File: src/rtl/lfsr_clkdiv_pkg.sv
package lfsr_clkdiv_pkg;

  // divider widths and their feedback tap masks (bit set = bit taken into the XNOR)
  localparam int          REF_BITS     = 6;
  localparam int          FB_BITS      = 8;
  localparam logic [5:0]  REF_TAP_MASK = 6'h30;
  localparam logic [7:0]  FB_TAP_MASK  = 8'h8e;
  localparam int          POST_FIELD   = 3;
  localparam int          POST_STAGES  = 2;

  typedef enum logic [1:0] {
    SEL_REF  = 2'd0,
    SEL_FB   = 2'd1,
    SEL_POST = 2'd2,
    SEL_NONE = 2'd3
  } cfg_sel_e;

endpackage

File: src/rtl/lfsr_cfg_regs.sv
module lfsr_cfg_regs
  import lfsr_clkdiv_pkg::*;
#(
  parameter int REF_W = 6,
  parameter int FB_W  = 8,
  parameter int PC_W  = 6,
  parameter int DW    = 8
) (
  input  logic             clk,
  input  logic             rst_n,
  input  logic             we,
  input  logic [1:0]       sel,
  input  logic [DW-1:0]    wdata,
  output logic [REF_W-1:0] ref_reload_o,
  output logic [FB_W-1:0]  fb_reload_o,
  output logic [PC_W-1:0]  post_code_o
);

  logic [REF_W-1:0] ref_q;
  logic [FB_W-1:0]  fb_q;
  logic [PC_W-1:0]  post_q;

  always_ff @(posedge clk or negedge rst_n) begin
    if (!rst_n) begin
      ref_q  <= '1;
      fb_q   <= '1;
      post_q <= '1;
    end else if (we) begin
      case (cfg_sel_e'(sel))
        SEL_REF:  ref_q  <= wdata[REF_W-1:0];
        SEL_FB:   fb_q   <= wdata[FB_W-1:0];
        SEL_POST: post_q <= wdata[PC_W-1:0];
        default:  ;
      endcase
    end
  end

  assign ref_reload_o = ref_q;
  assign fb_reload_o  = fb_q;
  assign post_code_o  = post_q;

endmodule

File: src/rtl/lfsr_divider.sv
module lfsr_divider #(
  parameter int             W    = 6,
  parameter logic [W-1:0]   TAPS = 6'h30
) (
  input  logic         clk,
  input  logic         rst_n,
  input  logic         ce,
  input  logic [W-1:0] reload_i,
  output logic [W-1:0] state_o,
  output logic         term_o,
  output logic         tick_o,
  output logic         half_o
);

  localparam logic [W-1:0] TERM = '1;

  // one step of the sequence; the all-zero word jumps to the terminal word
  function automatic logic [W-1:0] seq_step(input logic [W-1:0] s);
    if (s == '0) return TERM;
    return {s[W-2:0], ~(^(s & TAPS))};
  endfunction

  logic [W-1:0] state_q;
  logic         tick_q;
  logic         half_q;
  logic         wrap;

  assign term_o = (state_q == TERM);
  assign wrap   = ce && term_o;

  always_ff @(posedge clk or negedge rst_n) begin
    if (!rst_n) begin
      state_q <= TERM;
      tick_q  <= 1'b0;
      half_q  <= 1'b0;
    end else begin
      tick_q <= wrap;
      if (wrap) half_q <= ~half_q;
      if (ce)   state_q <= term_o ? reload_i : seq_step(state_q);
    end
  end

  assign state_o = state_q;
  assign tick_o  = tick_q;
  assign half_o  = half_q;

endmodule

File: src/rtl/post_div_stage.sv
module post_div_stage #(
  parameter int FW = 3
) (
  input  logic          clk,
  input  logic          rst_n,
  input  logic          ce,
  input  logic [FW-1:0] code_i,
  output logic          evt_o
);

  localparam int LW = FW + 1;

  // a field holds (2**FW - ratio)
  function automatic logic [LW-1:0] ratio_of(input logic [FW-1:0] c);
    logic [LW-1:0] full;
    full = LW'(1) << FW;
    return full - {1'b0, c};
  endfunction

  logic [FW-1:0] cnt_q;
  logic [LW-1:0] lim_q;

  assign evt_o = ce && ({1'b0, cnt_q} == (lim_q - 1'b1));

  always_ff @(posedge clk or negedge rst_n) begin
    if (!rst_n) begin
      cnt_q <= '0;
      lim_q <= LW'(1);
    end else if (evt_o) begin
      cnt_q <= '0;
      lim_q <= ratio_of(code_i);
    end else if (ce) begin
      cnt_q <= cnt_q + 1'b1;
    end
  end

endmodule

File: src/rtl/lfsr_clk_divider.sv
module lfsr_clk_divider
  import lfsr_clkdiv_pkg::*;
#(
  parameter int                 REF_W    = REF_BITS,
  parameter int                 FB_W     = FB_BITS,
  parameter logic [REF_W-1:0]   REF_TAPS = REF_TAP_MASK,
  parameter logic [FB_W-1:0]    FB_TAPS  = FB_TAP_MASK,
  parameter int                 PF_W     = POST_FIELD,
  parameter int                 NSTAGE   = POST_STAGES,
  parameter int                 DW       = 8
) (
  input  logic          clk,
  input  logic          rst_n,
  input  logic          cfg_we,
  input  logic [1:0]    cfg_sel,
  input  logic [DW-1:0] cfg_wdata,
  input  logic          ref_ce,
  input  logic          vco_ce,
  output logic          ref_tick,
  output logic          ref_half,
  output logic          fb_tick,
  output logic          fb_half,
  output logic          post_tick
);

  localparam int PC_W = NSTAGE * PF_W;

  // named internal events, also watched by the checker
  logic [REF_W-1:0] ref_reload_w;
  logic [FB_W-1:0]  fb_reload_w;
  logic [PC_W-1:0]  post_code_w;
  logic [REF_W-1:0] ref_state_w;
  logic [FB_W-1:0]  fb_state_w;
  logic             ref_term_w;
  logic             fb_term_w;
  logic [NSTAGE-1:0] stage_ce_w;
  logic [NSTAGE-1:0] stage_evt_w;
  logic             post_q;

  lfsr_cfg_regs #(
    .REF_W(REF_W), .FB_W(FB_W), .PC_W(PC_W), .DW(DW)
  ) i_regs (
    .clk          (clk),
    .rst_n        (rst_n),
    .we           (cfg_we),
    .sel          (cfg_sel),
    .wdata        (cfg_wdata),
    .ref_reload_o (ref_reload_w),
    .fb_reload_o  (fb_reload_w),
    .post_code_o  (post_code_w)
  );

  lfsr_divider #(.W(REF_W), .TAPS(REF_TAPS)) i_ref_div (
    .clk      (clk),
    .rst_n    (rst_n),
    .ce       (ref_ce),
    .reload_i (ref_reload_w),
    .state_o  (ref_state_w),
    .term_o   (ref_term_w),
    .tick_o   (ref_tick),
    .half_o   (ref_half)
  );

  lfsr_divider #(.W(FB_W), .TAPS(FB_TAPS)) i_fb_div (
    .clk      (clk),
    .rst_n    (rst_n),
    .ce       (vco_ce),
    .reload_i (fb_reload_w),
    .state_o  (fb_state_w),
    .term_o   (fb_term_w),
    .tick_o   (fb_tick),
    .half_o   (fb_half)
  );

  // post-divide chain: stage 0 takes the upper field, each later stage the next one down
  for (genvar g = 0; g < NSTAGE; g++) begin : g_post
    if (g == 0) begin : g_first
      assign stage_ce_w[g] = vco_ce;
    end else begin : g_next
      assign stage_ce_w[g] = stage_evt_w[g-1];
    end
    post_div_stage #(.FW(PF_W)) i_stage (
      .clk    (clk),
      .rst_n  (rst_n),
      .ce     (stage_ce_w[g]),
      .code_i (post_code_w[(NSTAGE-1-g)*PF_W +: PF_W]),
      .evt_o  (stage_evt_w[g])
    );
  end

  always_ff @(posedge clk or negedge rst_n) begin
    if (!rst_n) post_q <= 1'b0;
    else        post_q <= stage_evt_w[NSTAGE-1];
  end

  assign post_tick = post_q;

endmodule

File: config.mk
export PLATFORM = sky130hd
export DESIGN_NAME = lfsr_clk_divider
export DESIGN_NICKNAME = d
export VERILOG_FILES = /design/src/rtl/lfsr_clkdiv_pkg.sv /design/src/rtl/lfsr_cfg_regs.sv /design/src/rtl/lfsr_divider.sv /design/src/rtl/post_div_stage.sv /design/src/rtl/lfsr_clk_divider.sv
export SDC_FILE = /design/constraint.sdc
export NUM_CORES = 1
export LEC_CHECK = 0
export BUFFER_PORTS_ARGS = -buffer_cell sky130_fd_sc_hd__buf_2
export CAP_MARGIN = 40
export CORE_UTILIZATION = 64
export DETAILED_ROUTE_END_ITERATION = 10
export PLACE_DENSITY = 0.84
export SYNTH_ARGS = -nofsm -noshare
export SYNTH_HDL_FRONTEND = slang
export SYNTH_SLANG_ARGS = --single-unit
File: constraint.sdc
create_clock -name clk -period 5 [get_ports clk]
set_input_delay 1 -clock clk [delete_from_list [all_inputs] [get_ports clk]]
set_output_delay 1 -clock clk [all_outputs]
set_load 0.01 [all_outputs]
# [Word-level counts from Yosys, hierarchy flattened]
# Index checks and enable logic that the tools add are counted.
[word_totals] ff_bits=53 out_inout_bits=5 wordCells=58
[op_classes] n_addsub=6 eq_ne=6 n_mux=14 bitwise=4 n_reduce_logical=14
[op_table] cell="8-bit two-way mux" n=3
[op_table] cell="6-bit two-way mux" n=3
[op_table] cell="3-bit two-way mux" n=4
[op_table] cell="3-bit by 4-bit equality test with 1-bit output" n=2
[op_table] cell="8-bit equality test, second input constant" n=1
[op_table] cell="8-bit logical NOT" n=1
[op_table] cell="8-bit parity" n=1
[op_table] cell="4-bit by 1-bit subtractor with 4-bit output, second input constant" n=2
[op_table] cell="4-bit by 3-bit subtractor with 4-bit output, first input constant" n=2
[op_table] cell="3-bit by 1-bit adder with 3-bit output, second input constant" n=2
[op_table] cell="6-bit equality test, second input constant" n=1
[op_table] cell="6-bit logical NOT" n=1
[op_table] cell="2-bit AND reduction" n=3
[op_table] cell="6-bit parity" n=1
[op_table] cell="1-bit logical AND" n=4
[op_table] cell="1-bit two-way mux" n=4
[op_table] cell="1-bit inverter" n=4
[op_table] cell="2-bit nonzero test" n=2
[op_table] cell="2-bit by 1-bit equality test with 1-bit output, second input constant" n=1
[op_table] cell="2-bit equality test, second input constant" n=1
[op_table] cell="2-bit logical NOT" n=1

# [Depth between registers and ports, before layout]
# Gate-level depths: netlist (run 1).
[logic_depth] ltp_word=5 ltp_mapped=8

# [Modules after synthesis]
# A second synthesis (run 1) with hierarchy kept.
[unflattened] hier_cells=204 area_unflattened_um2=2615.0
[modules_own_cells] module="post_div_stage" n_inst=2 cells_per_inst=37 area_each_um2=405.4
[modules_own_cells] module="lfsr_cfg_regs" n_inst=1 cells_per_inst=43 area_each_um2=792.0
[modules_own_cells] module="lfsr_divider (i_fb_div)" n_inst=1 cells_per_inst=49 area_each_um2=544.3
[modules_own_cells] module="lfsr_divider (i_ref_div)" n_inst=1 cells_per_inst=37 area_each_um2=442.9
[modules_own_cells] module="lfsr_clk_divider" n_inst=1 cells_per_inst=1 area_each_um2=25.0

# [Worst setup path after synthesis (run 1)]
# OpenSTA, ideal clock, no wires.
[synth_timing] kind="reg-to-reg" start="reg g_post[0].i_stage.lim_q[0]" end="reg g_post[1].i_stage.lim_q[1]" setup_ps=125 arrival_time_ps=1915 required_time_ps=4875 slack_ps=2960 path_stages_with_launch=9 path_buffers=1 period_less_slack_ps=2040 path_cell_list="dfstp_2 inv_1 ha_1 xor2_1 nor4b_1 o2111a_2 nand2b_1 buf_6 mux2_4"
[synth_between] elab_chain_len=4
[synth_rtl] element="start, declared" line="post_div_stage.sv:21" source="logic [LW-1:0] lim_q;"
[synth_rtl] element="start signal, assigned" line="post_div_stage.sv:31" source="lim_q <= ratio_of(code_i);"
[synth_rtl] element="4-bit by 1-bit subtractor with 4-bit output" line="post_div_stage.sv:23" source="assign evt_o = ce && ({1'b0, cnt_q} == (lim_q - 1'b1));"
[synth_rtl] element="3-bit by 4-bit equality test with 1-bit output" line="post_div_stage.sv:23"
[synth_rtl] element="1-bit logical AND (2 in a row)" line="post_div_stage.sv:23"
[synth_rtl] element="end signal, assigned" line="post_div_stage.sv:31"
[synth_rtl] element="end, declared" line="post_div_stage.sv:21"
# No other way between the ends.
# A chain may end at the register's enable or synchronous reset.

# [Worst setup path after layout (run 1)]
[layout_timing] start="reg g_post[0].i_stage.lim_q[0]" end="reg g_post[1].i_stage.lim_q[3]"
# Same word-level chain as after synthesis.

==> impl_metrics.csv, run 1 <==
group,metric,value,unit
outcome,outcome,"completed",
detailed_routing,ant_nets,0,
yosys,synthMuxAreaShare,0.140,
floorplanning,io_pins,20,
yosys,synth-compound-area-share,0.0816,
power_and_ir_drop,power.density,505,nW/µm²
clocking,cts_tree,"done",
placed_design,dpl.hpwl,3060,µm
detailed_routing,drtIter0Drc,119,
worst_setup_path,critPathLaunchType,"flip-flop",
yosys,synth_edf_count,0,
yosys,synth_simple_gate_area_frac,0.105,
global_route,grt_pass1_vias,1646,
worst_hold_path,hold_path_class,"flip-flop to flip-flop",
yosys,synth_fa_ha_area_frac,0.0489,
clocking,clkSinkCount,53,
global_route,grt_overflow_total,0,
detailed_routing,wirelength,4310,µm
power_and_ir_drop,peakVddDrop,0.286,mV
worst_hold_path,hold_depth,1,
clocking,hold_buffers,0,
placed_design,dp.cells,279,
detailed_routing,via_count,1626,
yosys,synthTopCellsByArea,"dfstp_2 (37%), dfrtp_1 (17%), mux2_2 (12%), ha_1 (4.9%), inv_1 (3.1%)",
sta,setup_viol,0,
detailed_routing,post_drt_wl_per_cell,15.0,µm
sta,fmaxAchievable,0.422,GHz
sta,finClkSkew,11.4,ps
worst_setup_path,worstPathMaxFanout,16,
global_route,antenna_found_initial,0,
worst_setup_path,worstRegToRegCells,7,
clocking,clkTransAtPathRegs,90,ps
power_and_ir_drop,p_leak,0.00127,µW
yosys,synth_nets,243,
detailed_routing,drc_errors,0,
yosys,syn_area,2560,µm²
yosys,synth_most_common_cell,"dfstp_2",
job,max_cap_viol_count,0,
clocking,cts-resized-gates,0,
sta,hold_violations,0,
detailed_routing,firstDrtPassIters,4,
sta,drv_slew,0,
global_route,grt_max_degree,54,
worst_setup_path,rrSetupSlack,2630,ps
cells_and_area,final_util,0.742,
yosys,synth_seq_cells,53,
yosys,synth_top_family_by_area,"multiplexers",
clocking,cts-htree-levels,2,
clocking,clock_latency,300,ps
yosys,ys.flop_type,"dfstp_2",
worst_setup_path,critical_path_class,"flip-flop to flip-flop",
placed_design,gp_congestion,0.834,
cells_and_area,antenna_cells,0,
worst_setup_path,required,5190,ps
yosys,yosysSeqAreaShare,0.535,
floorplanning,core,3740,µm²
yosys,synth_top_area_cell,"dfstp_2",
worst_setup_path,arrival,2550,ps
cells_and_area,finalNetCount,263,
floorplanning,die_height,65.3,µm
sta,tightest_slew,629,ps
yosys,synth_area_per_cell,11.7,µm²
clocking,clockBufferDepth,2,
sta,timing.final.crit_share,0.474,
clocking,cts-root-buf,"clkbuf_8",
yosys,synthArstFlopShare,1.00,
cells_and_area,synthToLayoutAreaGrowth,8.50,%
yosys,synth_warnings,0,
global_route,grtUsageTotal,0.239,
yosys,synth_top_area_share,0.369,
floorplanning,die_w,65.3,µm
sta,fin_crit,2370,ps
floorplanning,die_area,4260,µm²
sta,slew_headroom,0.580,
global_route,grt_pass1_wl,7540,µm
floorplanning,rows,22,
clocking,post-cts-setup-buffers,0,
cells_and_area,final-instance-count-excl-fill,287,
worst_setup_path,critical_path.endpoint_type,"flip-flop",
yosys,netlist_instances,218,
placed_design,io_buffers,19,
sta,fin_setup_tns,0,ps
detailed_routing,viasPerCell,5.67,
clocking,cts_buffers,5,
yosys,synth.distinct_cells,37,
yosys,synth_xor_xnor_area_share,0.0445,
floorplanning,start_util,0.684,
cells_and_area,drive_above_1_share,0.402,
yosys,ys_top_cells_by_count,"dfstp_2 (36), mux2_2 (27), inv_1 (21)",
sta,grt_setup_unrepaired,"false",
-- power breakdown --
group / switching, µW / leakage, µW / internal [µW]
Combinational: 196 / 0.000625 / 226
Sequential: 120 / 0.000596 / 624
Clock: 124 / 0.0000455 / 113
-- cell type report --
| cell class | count | area (µm²) |
|---|---|---|
| clock buffer | 8 | 90.1 |
| fill | 264 | 965 |
| inverter | 21 | 78.8 |
| multi-input combinational | 137 | 1080 |
| sequential | 53 | 1370 |
| tap | 48 | 60.1 |
| timing repair buffer | 20 | 103 |
-- cell families after synthesis --
kind of cell | Yosys count
AO/OA/AOI/OAI | 30
XOR/XNOR | 13
adder cells (fa/ha/maj) | 10
buffers and inverters | 28
flip-flops | 53
multiplexers | 31
AND/OR/NAND/NOR | 53
-- metrics by stage --
stage               power (µW)  setup slack [ps]  cell area (µm²)  hold WS [ps]
finish                    1400              2630             2780           477
floorplan                 1060              2960             2560           471
global placement          1140              2590             2690           453
detailed placement        1170              2540             2690           460
global route              1510              2480             2780           499
CTS                       1420              2610             2780           476
-- critical path: stages (launching register included) --
cell,delay (ps)
dfstp_2,570
inv_1,70
ha_1,200
xor2_1,180
nor4b_1,250
o2111a_2,380
nand2b_1,250
mux2_4,350
-- flip-flops by register name, summed over array words and instances, names as in the netlist --
register              count
i_fb_div.tick_o           1
i_fb_div.half_o           1
i_ref_div.state_o         6
i_ref_div.half_o          1
i_regs.ref_reload_o       6
i_fb_div.state_o          8
g_post.i_stage.cnt_q      6
i_regs.post_code_o        6
i_ref_div.tick_o          1
g_post.i_stage.lim_q      8
i_regs.fb_reload_o        8
post_tick                 1
-- path summary, 6_finish.rpt --
| kind | from | to |
|---|---|---|
| max in group asynchronous | rst_n | post_tick$_DFF_PN0_ |
| worst max register to register | g_post[0].i_stage.lim_q[0]$_DFFE_PN1P_ | g_post[1].i_stage.lim_q[3]$_DFFE_PN0P_ |
| min in group asynchronous | rst_n | g_post[0].i_stage.lim_q[1]$_DFFE_PN0P_ |
| worst max-delay path | g_post[0].i_stage.lim_q[0]$_DFFE_PN1P_ | g_post[1].i_stage.lim_q[3]$_DFFE_PN0P_ |
| worst min-delay path | i_ref_div.half_o$_DFFE_PN0P_ | i_ref_div.half_o$_DFFE_PN0P_ |
| worst min register to register | i_ref_div.half_o$_DFFE_PN0P_ | i_ref_div.half_o$_DFFE_PN0P_ |
-- placed cells by master (no fill, tap or decap), types with 3 or more instances in the layout --
master and count:
mux2_4 3, clkbuf_8 6, xnor2_1 4, inv_1 21, nor3_1 6, a211oi_1 3, xor2_1 9, dfrtp_1 17
dfstp_2 36, buf_2 19, o21ai_0 12, nand2_1 9, and3_1 3, nor2_1 20, ha_1 10, mux2_2 27
nand3_1 3, o221ai_1 4
-- routing by layer --
layer / up-vias / wire length, µm / global-route usage / share of wire
met1: 800 / 1940 / 0.306 / 0.45
met4: 0 / 63 / 0.0870 / 0.015
met3: 8 / 120 / 0.0434 / 0.028
met5: - / 0 / 0 / 0
li1: 791 / - / - / -
met2: 27 / 2190 / 0.403 / 0.51
(Power assumes the default switching activity.)
==> run 2: changes to the inputs <==
CORE_UTILIZATION = 53   (was 64)
PLACE_DENSITY = 0.75   (was 0.84)
clock period = 2 ns   (was 5 ns; I/O delays follow)
==> run 2 against run 1 <==
Net effect: die area increased by 20%; via count grew 2.8%; maximum frequency up 19%; critical path type unchanged; largest cell class unchanged; largest power group unchanged.
==> impl_metrics.csv, run 2 (synthesized netlist as in run 1, its figures left out) <==
group,metric,value,unit
detailed_routing,via_count,1671,
placed_design,io_buffers,19,
worst_setup_path,required,2200,ps
clocking,hold_buffers,0,
sta,finClkSkew,6.87,ps
sta,fmaxAchievable,0.501,GHz
worst_setup_path,reg2reg_from,"g_post[0].i_stage.lim_q[0]$_DFFE_PN1P_",
cells_and_area,stdcell_area,2890,µm²
detailed_routing,firstDrtPassIters,4,
worst_setup_path,critical_path.endpoint_type,"flip-flop",
clocking,clockBufferDepth,2,
detailed_routing,viasPerCell,5.55,
detailed_routing,ant_nets,0,
detailed_routing,post_drt_wl_per_cell,14.9,µm
sta,fin_crit,1990,ps
clocking,cts-root-buf,"clkbuf_8",
floorplanning,die_w,71.5,µm
clocking,cts-htree-levels,2,
cells_and_area,layout_common_cells,"dfstp_2 (36), mux2_2 (27), inv_1 (20), nor2_1 (20), buf_2 (19)",
global_route,grtUsageTotal,0.198,
placed_design,placed_area,2770,µm²
worst_setup_path,arrival,2190,ps
floorplanning,start_util,0.569,
detailed_routing,drc_errors,0,
power_and_ir_drop,intPower,2510,µW
sta,whs,37.5,ps
global_route,grt_overflow_total,0,
sta,grt_setup_unrepaired,"true",
global_route,grt_max_degree,23,
sta,tightest_slew,560,ps
floorplanning,core,4500,µm²
worst_setup_path,critPathLaunchType,"flip-flop",
floorplanning,rows,24,
global_route,grt_pass1_vias,1716,
floorplanning,die_area,5110,µm²
power_and_ir_drop,power.density,1270,nW/µm²
cells_and_area,finalNetCount,273,
cells_and_area,antenna_cells,0,
global_route,antenna_found_initial,0,
worst_setup_path,worstPathMaxFanout,4,
floorplanning,io_pins,20,
sta,slew_headroom,0.625,
sta,drv_slew,0,
power_and_ir_drop,clkPwrFrac,0.169,
power_and_ir_drop,power_switching_share,0.316,
cells_and_area,final_common_cell,"dfstp_2",
cells_and_area,synthToLayoutAreaGrowth,12.7,%
detailed_routing,wirelength,4480,µm
sta,hold_violations,0,
detailed_routing,drtIter0Drc,39,
floorplanning,die_height,71.5,µm
power_and_ir_drop,p_comb_frac,0.327,
worst_setup_path,cp-startpoint,"g_post[0].i_stage.lim_q[0]$_DFFE_PN1P_",
clocking,clkTransAtPathRegs,90,ps
worst_setup_path,critical_path_class,"flip-flop to flip-flop",
power_and_ir_drop,peakVddDrop,0.603,mV
sta,setup_viol,0,
power_and_ir_drop,p_sw,1160,µW
job,max_cap_viol_count,0,
cells_and_area,drive_above_1_share,0.450,
clocking,cts_tree,"done",
outcome,outcome,"completed",
placed_design,dpl.hpwl,3310,µm
cells_and_area,final_util,0.641,
sta,timing.final.crit_share,0.997,
clocking,cts_buffers,5,
clocking,clkSinkCount,53,
power_and_ir_drop,pwr-share-seq,0.504,
worst_hold_path,hold_path_class,"primary input to asynchronous set/reset pin",
global_route,grt_pass1_wl,7770,µm
placed_design,gp_congestion,0.749,
power_and_ir_drop,p_leak,0.00132,µW
clocking,clock_latency,300,ps
-- run 2: changes by cell type in the layout (fill, tap and decap cells not counted), sizes merged --
| cell | before | now |
|---|---|---|
| clkbuf | 8 | 6 |
| clkinv | 0 | 2 |
| buf | 20 | 30 |
-- run 2: power groups by stage --
stage                     clock network [µW]  registers, µW  logic [µW]
after floorplan                            0           1800         868
after global placement                     0           1850        1130
after detailed placement                   0           1870        1180
after CTS                                641           1850        1180
after global routing                     682           1910        1370
final                                    620           1850        1200
-- run 2: final timing paths --
| check | end | slack, ps | cells after the start |
|---|---|---|---|
| worst max-delay path | g_post[0].i_stage.lim_q[3]$_DFFE_PN0P_ | 5 | 7 |
| worst min-delay path | g_post[0].i_stage.lim_q[2]$_DFFE_PN0P_ | 40 | 1 |
| worst max register to register | g_post[0].i_stage.lim_q[3]$_DFFE_PN0P_ | 5 | 7 |
| worst min register to register | i_ref_div.half_o$_DFFE_PN0P_ | 470 | 1 |
| max in group asynchronous | i_fb_div.state_o[1]$_DFFE_PN1P_ | 1260 | 2 |
| min in group clk | i_regs.fb_reload_o[6]$_DFFE_PN1P_ | 330 | 2 |
-- run 2: stage by stage --
step	total power [µW]	worst slack [ps]	std cells	setup TNS (ps)
after global placement	2980	48.6	292	0
after CTS	3670	-27.8	300	-107
after global routing	3950	-76.1	301	-525
after floorplan	2670	4.60	218	0
after detailed placement	3040	-9.09	292	-26.5
final	3670	5.17	301	0
-- run 2: metal layers --
layer  global-route usage  vias to the layer above  part of all wire
met5                    0                        -                 0
met4               0.0654                        0             0.011
met3               0.0436                        4             0.028
met2                0.324                       24              0.48
met1                0.266                      830              0.48
li1                     -                      813                 -
-- run 2: repair_timing --
action                     CTS  global route
gates resized for setup      0             2
pin swaps                    0             1
buffers inserted             0             1
setup endpoints to repair    4             8
gates cloned                 0             0
-- run 2: layout make-up --
cell class,count,area [µm²]
multi-input cells,137,1100
repair buffers,30,178
clock inverters,2,13.8
fillers,361,1620
clock buffers,6,82.6
well taps,52,65.1
inverters,21,78.8
flip-flops and latches,53,1370
-- run 2: worst max-delay path: stages, from the launching register on --
cell and delay (ps):
dfstp_2 550, inv_2 50, ha_4 150, xor2_1 170
nor4b_2 220, o2111a_2 290, buf_4 140, mux2_2 320
==> run 3: changes to the inputs <==
CORE_UTILIZATION = 56   (was 53)
CTS_BUF_LIST = sky130_fd_sc_hd__clkbuf_4 sky130_fd_sc_hd__clkbuf_8   (was default)
PLACE_DENSITY = 0.78   (was 0.75)
==> run 3 against run 2 <==
Net effect: critical path type unchanged; sequential power barely moved; final cell count fell by 0.66%; die area fell by 5.2%; register-to-register slack got worse by 30 ps; first-iteration DRC count rose by 69%; wire length rose by 4.0%; non-clock buffer count fell by 2; worst setup slack got worse by 25 ps; count of clock-buffer cells in the layout fell by 1; the run now ends with negative setup slack left; highest routed layer unchanged; via count fell by 0.66%; worst hold slack improved by 25 ps; maximum frequency fell by 1.2%.
==> impl_metrics.csv, run 3 (synthesized netlist as in run 1, its figures left out) <==
group,metric,value,unit
clocking,cts-htree-levels,2,
sta,setup_viol,4,
sta,drv_slew,0,
outcome,violations,"negative setup slack",
floorplanning,start_util,0.584,
global_route,grt_overflow_total,0,
worst_setup_path,rrSetupSlack,-20,ps
worst_setup_path,worstPathMaxFanout,4,
power_and_ir_drop,peakVddDrop,0.676,mV
clocking,cts-root-buf,"clkbuf_8",
sta,whs,62.9,ps
worst_setup_path,critical_path.endpoint_type,"flip-flop",
detailed_routing,wirelength,4650,µm
detailed_routing,drc_errors,0,
clocking,clkSinkCount,53,
detailed_routing,post_drt_wl_per_cell,15.6,µm
placed_design,dpl.hpwl,3150,µm
sta,setup_slack,-19.8,ps
floorplanning,die_height,69.6,µm
floorplanning,core,4380,µm²
floorplanning,rows,24,
clocking,cts_tree,"done",
outcome,outcome,"finished with violations",
floorplanning,die_w,69.6,µm
cells_and_area,layout_common_cells,"dfstp_2 (36), mux2_2 (24), inv_1 (20)",
cells_and_area,final_common_cell,"dfstp_2",
global_route,antenna_found_initial,0,
sta,slew_headroom,0.638,
worst_setup_path,required,2200,ps
cells_and_area,synthToLayoutAreaGrowth,16.0,%
sta,finClkSkew,9.40,ps
power_and_ir_drop,power,4020,µW
floorplanning,io_pins,20,
sta,fmaxAchievable,0.495,GHz
cells_and_area,drive_above_1_share,0.466,
clocking,clock_latency,310,ps
clocking,clockBufferDepth,2,
global_route,grt_pass1_vias,1701,
detailed_routing,ant_nets,0,
worst_setup_path,critical_path_class,"flip-flop to flip-flop",
cells_and_area,stdcell_area,2970,µm²
detailed_routing,drtIter0Drc,66,
global_route,grt_max_degree,54,
detailed_routing,viasPerCell,5.55,
power_and_ir_drop,p_leak,0.00135,µW
global_route,grtUsageTotal,0.204,
sta,timing.final.crit_share,1.01,
placed_design,gp_congestion,0.787,
placed_design,place_ws,-90.3,ps
worst_setup_path,worstRegToRegCells,7,
clocking,clkTransAtPathRegs,100,ps
placed_design,io_buffers,19,
detailed_routing,via_count,1660,
worst_hold_path,hold_path_class,"primary input to asynchronous set/reset pin",
clocking,hold_buffers,0,
placed_design,placed_area,2770,µm²
job,max_cap_viol_count,0,
detailed_routing,firstDrtPassIters,4,
global_route,grt_pass1_wl,7710,µm
cells_and_area,antenna_cells,0,
worst_setup_path,arrival,2220,ps
worst_setup_path,critPathLaunchType,"flip-flop",
sta,grt_setup_unrepaired,"true",
clocking,cts_buffers,5,
power_and_ir_drop,power.density,1350,nW/µm²
sta,fin_crit,2020,ps
sta,hold_violations,0,
worst_setup_path,reg2reg_from,"g_post[0].i_stage.lim_q[0]$_DFFE_PN1P_",
sta,tightest_slew,540,ps
worst_setup_path,timing.rr.end,"g_post[1].i_stage.lim_q[3]$_DFFE_PN0P_",
floorplanning,die_area,4850,µm²
cells_and_area,finalNetCount,271,
run 3: cell count changes in the layout (fill, tap and decap cells not counted), sizes merged:
cell | before | now
buf | 30 | 28
clkbuf | 6 | 5
bufinv | 0 | 2
clkinv | 2 | 1
run 3: metrics by stage:
stage           util  setup TNS (ps)  cells
3_3_place_gp   0.632               0    290
6_report       0.678           -49.1    299
2_1_floorplan      -               0    218
5_1_grt        0.678            -780    299
3_5_place_dp   0.632            -391    290
4_1_cts        0.667           -35.3    299
run 3: layer usage:
metal / vias to the layer above / global-route usage / share of wire
li1: 805 / - / -
met1: 827 / 0.259 / 0.45
met2: 19 / 0.348 / 0.51
met3: 9 / 0.0407 / 0.024
met4: 0 / 0.0711 / 0.014
met5: - / 0 / 0
run 3: timing repair:
item,in CTS,in global routing
endpoints found under the setup margin,8,8
pin swaps,0,1
buffers inserted,1,0
resized for setup,3,14
run 3: cell type report:
type	count	area [µm²]
Inverter	21	78.8
Clock buffer	5	68.8
Multi-Input combinational cell	137	1130
Timing Repair Buffer	28	190
Sequential cell	53	1370
Clock inverter	3	65.1
Tap cell	52	65.1
Fill cell	310	1410
run 3: worst max path at each step:
stage / cells past startpoint / to / slack [ps] / from
floorplan: 8 / g_post[1].i_stage.lim_q[1]$_DFFE_PN0P_ / 5 / g_post[0].i_stage.lim_q[0]$_DFFE_PN1P_
global placement: 7 / g_post[1].i_stage.lim_q[1]$_DFFE_PN0P_ / 30 / g_post[1].i_stage.lim_q[0]$_DFFE_PN1P_
finish: 7 / g_post[1].i_stage.lim_q[3]$_DFFE_PN0P_ / -20 / g_post[0].i_stage.lim_q[0]$_DFFE_PN1P_
CTS: 7 / g_post[0].i_stage.lim_q[3]$_DFFE_PN0P_ / -10 / g_post[0].i_stage.lim_q[0]$_DFFE_PN1P_
detailed placement: 7 / g_post[1].i_stage.lim_q[3]$_DFFE_PN0P_ / -90 / g_post[0].i_stage.lim_q[0]$_DFFE_PN1P_
global route: 7 / g_post[1].i_stage.lim_q[3]$_DFFE_PN0P_ / -110 / g_post[0].i_stage.lim_q[0]$_DFFE_PN1P_
run 3: worst max-delay path, stage by stage, from the launching register on:
cell and delay, ps:
dfstp_2 550, inv_2 50, ha_4 160, xor2_2 170
nor4b_2 230, o2111a_2 290, nand2b_2 130, mux2_4 320
run 3: power breakdown:
group          switching (µW)  internal (µW)
Clock                     344            497
Sequential                301           1560
Combinational             583            736
Total                    1230           2790
